**src/rtl/ras_pkg.sv**
```systemverilog
`timescale 1ns/1ps
package ras_pkg;

    typedef enum logic [1:0] {
        OP_IDLE = 2'd0,
        OP_PUSH = 2'd1,
        OP_POP  = 2'd2,
        OP_SWAP = 2'd3
    } ras_op_e;

    typedef struct packed {
        ras_op_e op;
        logic    bad_pop;
    } ras_dec_t;

    // Decode one cycle of requests against the current emptiness.
    function automatic ras_dec_t decode_req(input logic push, input logic pop,
                                            input logic empty);
        ras_dec_t d;
        d.bad_pop = pop && empty;
        if (push && pop)      d.op = empty ? OP_PUSH : OP_SWAP;
        else if (push)        d.op = OP_PUSH;
        else if (pop && !empty) d.op = OP_POP;
        else                  d.op = OP_IDLE;
        return d;
    endfunction

endpackage

```
**src/rtl/ras_store.sv**
```systemverilog
`timescale 1ns/1ps
module ras_store #(
    parameter int DEPTH = 8,
    parameter int AW    = 32,
    localparam int PW   = (DEPTH > 1) ? $clog2(DEPTH) : 1
) (
    input  logic          clk,
    input  logic          rst,
    input  logic          wr_en,
    input  logic [PW-1:0] wr_idx,
    input  logic [AW-1:0] wr_data,
    input  logic [PW-1:0] rd_idx,
    output logic [AW-1:0] rd_data
);
    logic [DEPTH-1:0][AW-1:0] slots;

    for (genvar i = 0; i < DEPTH; i++) begin : g_slot
        logic [AW-1:0] slot_q;
        always_ff @(posedge clk) begin
            if (rst)                                 slot_q <= '0;
            else if (wr_en && (wr_idx == PW'(i)))    slot_q <= wr_data;
        end
        assign slots[i] = slot_q;
    end

    assign rd_data = slots[rd_idx];

    // a written address is held in the addressed slot afterwards
    p_write_lands_r2: assert property (@(posedge clk) disable iff (rst)
        wr_en |=> slots[$past(wr_idx)] == $past(wr_data));

endmodule

```
**src/rtl/ras_ctrl.sv**
```systemverilog
`timescale 1ns/1ps
module ras_ctrl
    import ras_pkg::*;
#(
    parameter int DEPTH = 8,
    localparam int PW   = (DEPTH > 1) ? $clog2(DEPTH) : 1,
    localparam int CW   = $clog2(DEPTH + 1)
) (
    input  logic          clk,
    input  logic          rst,
    input  logic          push,
    input  logic          pop,
    output logic          wr_en,
    output logic [PW-1:0] wr_idx,
    output logic [PW-1:0] top_idx,
    output logic          nonempty,
    output logic          bad_pop
);
    localparam logic [PW-1:0] LAST = PW'(DEPTH - 1);
    localparam logic [CW-1:0] FULL = CW'(DEPTH);

    logic [PW-1:0] ptr_q, ptr_d, ptr_up, ptr_dn;
    logic [CW-1:0] cnt_q, cnt_d;
    ras_dec_t      dec;

    assign ptr_up = (ptr_q == LAST) ? '0 : ptr_q + 1'b1;
    assign ptr_dn = (ptr_q == '0) ? LAST : ptr_q - 1'b1;
    assign dec    = decode_req(push, pop, cnt_q == '0);

    always_comb begin
        ptr_d  = ptr_q;
        cnt_d  = cnt_q;
        wr_en  = 1'b0;
        wr_idx = ptr_up;
        unique case (dec.op)
            OP_PUSH: begin
                wr_en = 1'b1;
                ptr_d = ptr_up;
                cnt_d = (cnt_q == FULL) ? FULL : cnt_q + 1'b1;
            end
            OP_SWAP: begin
                wr_en  = 1'b1;
                wr_idx = ptr_q;
            end
            OP_POP: begin
                ptr_d = ptr_dn;
                cnt_d = cnt_q - 1'b1;
            end
            default: ;
        endcase
    end

    always_ff @(posedge clk) begin
        if (rst) begin
            ptr_q <= '0;
            cnt_q <= '0;
        end else begin
            ptr_q <= ptr_d;
            cnt_q <= cnt_d;
        end
    end

    assign top_idx  = ptr_q;
    assign nonempty = (cnt_q != '0);
    assign bad_pop  = dec.bad_pop;

    // occupancy never exceeds the depth
    p_cnt_bound_r7: assert property (@(posedge clk) disable iff (rst)
        cnt_q <= FULL);
    // a lone pop on an empty stack changes nothing
    p_empty_pop_hold_r8: assert property (@(posedge clk) disable iff (rst)
        (pop && !push && cnt_q == '0) |=> (cnt_q == '0) && $stable(ptr_q));
    // simultaneous call and return keep pointer and depth
    p_swap_hold_r9: assert property (@(posedge clk) disable iff (rst)
        (push && pop && cnt_q != '0) |=> $stable(ptr_q) && $stable(cnt_q));
    // a plain push below capacity grows the stack by one
    p_push_grow_r2: assert property (@(posedge clk) disable iff (rst)
        (push && !pop && cnt_q < FULL) |=> cnt_q == $past(cnt_q) + 1'b1);

endmodule

```
**src/rtl/ret_addr_stack.sv**
```systemverilog
`timescale 1ns/1ps
module ret_addr_stack #(
    parameter int DEPTH = 8,
    parameter int AW    = 32,
    parameter int STEP  = 4
) (
    input  logic          clk,
    input  logic          rst,
    input  logic          call_i,
    input  logic [AW-1:0] call_pc_i,
    input  logic          ret_i,
    input  logic          late_ret_i,
    output logic [AW-1:0] pred_target_o,
    output logic          pred_valid_o,
    output logic          bad_pop_o,
    output logic          redirect_o,
    output logic [AW-1:0] redirect_pc_o
);
    localparam int PW = (DEPTH > 1) ? $clog2(DEPTH) : 1;

    logic          pop, wr_en, nonempty;
    logic [PW-1:0] wr_idx, top_idx;
    logic [AW-1:0] top_data, link_addr;

    assign pop       = ret_i || late_ret_i;
    assign link_addr = call_pc_i + AW'(STEP);

    ras_ctrl #(.DEPTH(DEPTH)) u_ctrl (
        .clk(clk), .rst(rst), .push(call_i), .pop(pop),
        .wr_en(wr_en), .wr_idx(wr_idx), .top_idx(top_idx),
        .nonempty(nonempty), .bad_pop(bad_pop_o)
    );

    ras_store #(.DEPTH(DEPTH), .AW(AW)) u_store (
        .clk(clk), .rst(rst), .wr_en(wr_en), .wr_idx(wr_idx),
        .wr_data(link_addr), .rd_idx(top_idx), .rd_data(top_data)
    );

    assign pred_target_o = top_data;
    assign pred_valid_o  = nonempty;
    assign redirect_o    = late_ret_i && nonempty;
    assign redirect_pc_o = top_data;

    // a late return on a filled stack always redirects
    p_late_redirect_r5: assert property (@(posedge clk) disable iff (rst)
        (late_ret_i && pred_valid_o) |-> redirect_o);
    // an empty-stack pop never redirects
    p_no_redirect_empty_r8: assert property (@(posedge clk) disable iff (rst)
        bad_pop_o |-> !redirect_o);

endmodule

```
**config.mk**
```make
export PLATFORM = sky130hd
export DESIGN_NAME = ret_addr_stack
export DESIGN_NICKNAME = d
export VERILOG_FILES = /design/src/rtl/ras_pkg.sv /design/src/rtl/ras_store.sv /design/src/rtl/ras_ctrl.sv /design/src/rtl/ret_addr_stack.sv
export SDC_FILE = /design/constraint.sdc
export NUM_CORES = 1
export LEC_CHECK = 0
export ABC_AREA = 1
export BUFFER_PORTS_ARGS = -buffer_cell sky130_fd_sc_hd__buf_2
export CAP_MARGIN = 10
export CORE_AREA = 2 2 117 232
export CTS_BUF_LIST = sky130_fd_sc_hd__clkbuf_8
export CTS_CLUSTER_DIAMETER = 60
export DETAILED_ROUTE_END_ITERATION = 7
export DIE_AREA = 0 0 119 234
export PLACE_DENSITY = 0.7
export SLEW_MARGIN = 5
export SYNTH_ARGS = -nofsm -noshare
export SYNTH_HDL_FRONTEND = slang
export SYNTH_SLANG_ARGS = --single-unit
```
**constraint.sdc**
```tcl
create_clock -name clk -period 3.97 [get_ports clk]
set_input_delay 0.397 -clock clk [delete_from_list [all_inputs] [get_ports clk]]
set_output_delay 0.397 -clock clk [all_outputs]
set_load 0.02 [all_outputs]
```
==> impl_metrics.toml <==
[clock_network]
cts_hold_buf = 0
clkSinkCount = 263
root_buffer = "clkbuf_8"
cts_resized = 0
cts_buffer_depth = 3
insertion_delay_ns = 0.58
post_cts_buffers = 0
clk_pin_slew_worst_paths_ns = 0.07
cts_buffers = 40
htreeDepth = 2
cts_tree = "built"

[timing]
whs_ns = 0.168
setup-tns-final_ns = 0
rsz0062_at_grt = "false"
setup_violations = 0
max_slew_margin_pct = 19.1
clock.fmax_ghz = 0.296
hold_violations = 0
tightest_slew_ns = 1.20
min_period_ns = 3.37
min_period_over_period_pct = 85.0
finClkSkew_ns = 0.0166
slew_violations = 0

[critical_path]
critPathArrivalTime_ns = 2.98
r2r_slack_ns = 0.85
crit_top_cell = "o21ai_0"
cp_data_required_time_ns = 3.57
start_kind = "flip-flop"
r2r-start = "u_ctrl.cnt_q[0]"
cp_max_fo = 51
crit_slowest_cell = "buf_4"
cpPeakStageDelay_ns = 0.65
critical_path.top_delay_family = "buffers and inverters"
path_class = "reg2out"
path_buf_inv = 2
rr_worst_depth = 14
path_cells = "buf_4, o21ai_0, o21ai_0, a21oi_1, a31oi_1, buf_2"
reg2reg_to = "u_store.g_slot[2].slot_q[18]"
critical_path.endpoint_type = "output port"

[finish]
layout_common_cells = "nor2_1 (511), nand2_1 (287), o21ai_0 (281), dfxtp_1 (261), inv_1 (222)"
post-route-util_pct = 55.7
register_area_um2 = 5270
final_common_cell = "nor2_1"
nFillCells = 2603
final_nets = 2136
design_area_um2 = 14600
n_antenna_cell = 0
syn2layout_area_growth_pct = 9.34
multi_input_comb_area_um2 = 6490
layout-drive-gt1-share_pct = 10.0

[power_and_ir_drop]
power.leakage_nw = 6.87
total_power_w = 0.0110
pwr-share-seq_pct = 33.0
p_int_w = 0.00593
power.switching_w = 0.00502
clock_power_share_pct = 20.0
vdd_drop_max_uv = 597
comb_power_share_pct = 47.0
p_sw_share_pct = 45.8
power_density_nw_per_um2 = 751

[route]
dr.first_iter.drc_count = 1123
route.detailed.drc = 0
routed_wl_mm = 43.7
ant_nets = 0
via_count = 13664
vias_per_cell = 5.55
dr.pass1.iters = 5
wl_per_cell_um = 17.7

[logic_synthesis]
synth_cell_types = 29
post-synth-top-area-fraction_pct = 39.5
synth_area_leaders = "dfxtp_1 (39%), nor2_1 (14%), o21ai_0 (11%)"
synth_seq_cells = 263
yosysWarnings = 0
syn_area_per_cell_um2 = 6.41
yosys.area.top_type = "dfxtp_1"
yosysSeqAreaShare_pct = 39.5
syn_inst = 2080
syn-num-nets = 2126
syn-cell-area_um2 = 13300

[outcome]
status = "completed"

[global_routing]
grt_usage_pct = 31.2
grt_pass1_vias = 12870
grt_pass1_wl_mm = 68.4
grt_max_degree = 139
grt.overflow.total = 0
antenna_found_initial = 0

[min_path]
min_to = "u_store.g_slot[7].slot_q[2]"
min_from = "call_pc_i[2]"
hold_depth = 2
hp-class = "in2reg"

[flow_run]
maxCapViolCount = 0

[placement]
placed_area_um2 = 13800
port_buffers = 103
post-dp-hpwl_mm = 27.5
gp_congestion = 0.938

[floorplan]
die_h_um = 234
dieArea_um2 = 27800
row_count = 84
start_util_pct = 51.0
die_x_um = 119
boundaryPins = 104
core_region_area_um2 = 26200
sequential cells by signal, indices dropped and copies added (netlist names):
register,flops
u_store.g_slot.slot_q,256
u_ctrl.cnt_q,4
u_ctrl.top_idx,3
worst max-delay path by stage:
stage | start | endpoint | cells past startpoint
floorplan | u_ctrl.top_idx[0] | u_store.g_slot[1].slot_q[13] | 14
global placement | u_ctrl.cnt_q[0] | u_store.g_slot[2].slot_q[18] | 14
detailed placement | u_ctrl.cnt_q[0] | u_store.g_slot[2].slot_q[18] | 14
CTS | u_ctrl.top_idx[1] | redirect_pc_o[11] | 6
global route | u_ctrl.top_idx[1] | redirect_pc_o[11] | 6
finish | u_ctrl.top_idx[1] | pred_target_o[11] | 6
cell type report:
cell class              instances  area share, %
repair buffers                131           5.77
inverters                     208           5.38
flip-flops and latches        263           36.1
clock buffers                  48           4.53
clock inverters                24          0.721
multi-input cells            1446           44.5
well taps                     344           2.95
through the flow:
| stage | cells | worst slack (ns) |
|---|---|---|
| after floorplan | 2080 | 1.43 |
| after global placement | 2392 | 1.04 |
| after detailed placement | 2392 | 0.901 |
| after CTS | 2464 | 0.648 |
| after global routing | 2464 | 0.502 |
| final | 2464 | 0.596 |
power groups by stage:
stage	clock network [W]	registers [W]	logic (W)
6_report	0.00219	0.00362	0.00514
5_1_grt	0.00233	0.00368	0.00565
4_1_cts	0.00223	0.00361	0.00514
3_5_place_dp	0	0.00366	0.00512
3_3_place_gp	0	0.00364	0.00504
2_1_floorplan	0	0.00352	0.00391
kinds of logic (layout without fill, tap and decap cells):
family	after synthesis	in the layout	share of synthesized area, %
xor+xnor	14	14	0.976
fa+ha+maj	9	9	0.844
simple gates	944	944	28.4
compound gates	479	479	18.4
flops	263	263	39.5
buf+inv	371	411	12.0
cell usage after synthesis:
master	instances
a21oi_1	157
a31oi_1	32
and2_1	4
buf_1	21
buf_2	39
buf_4	39
buf_6	1
clkbuf_1	63
dfxtp_1	263
ha_1	9
inv_1	205
inv_2	3
nand2_1	287
nand2_2	4
nand3_1	121
nand3_2	1
nand3b_1	2
nand4_1	1
nor2_1	513
nor2_2	5
nor2_4	5
nor3_1	1
o21a_1	1
o21ai_0	281
o21ai_1	5
o21ai_2	3
xnor2_1	4
xor2_1	9
xor2_2	1
routing by layer:
layer	vias to the layer above	share of wire [%]	global-route usage, %
met5	-	0	0
met2	579	51	58.2
li1	6595	-	-
met4	0	7.2	21.9
met1	6332	35	31.9
met3	158	6.3	4.09
No activity file was read; power rests on OpenSTA's default activity.
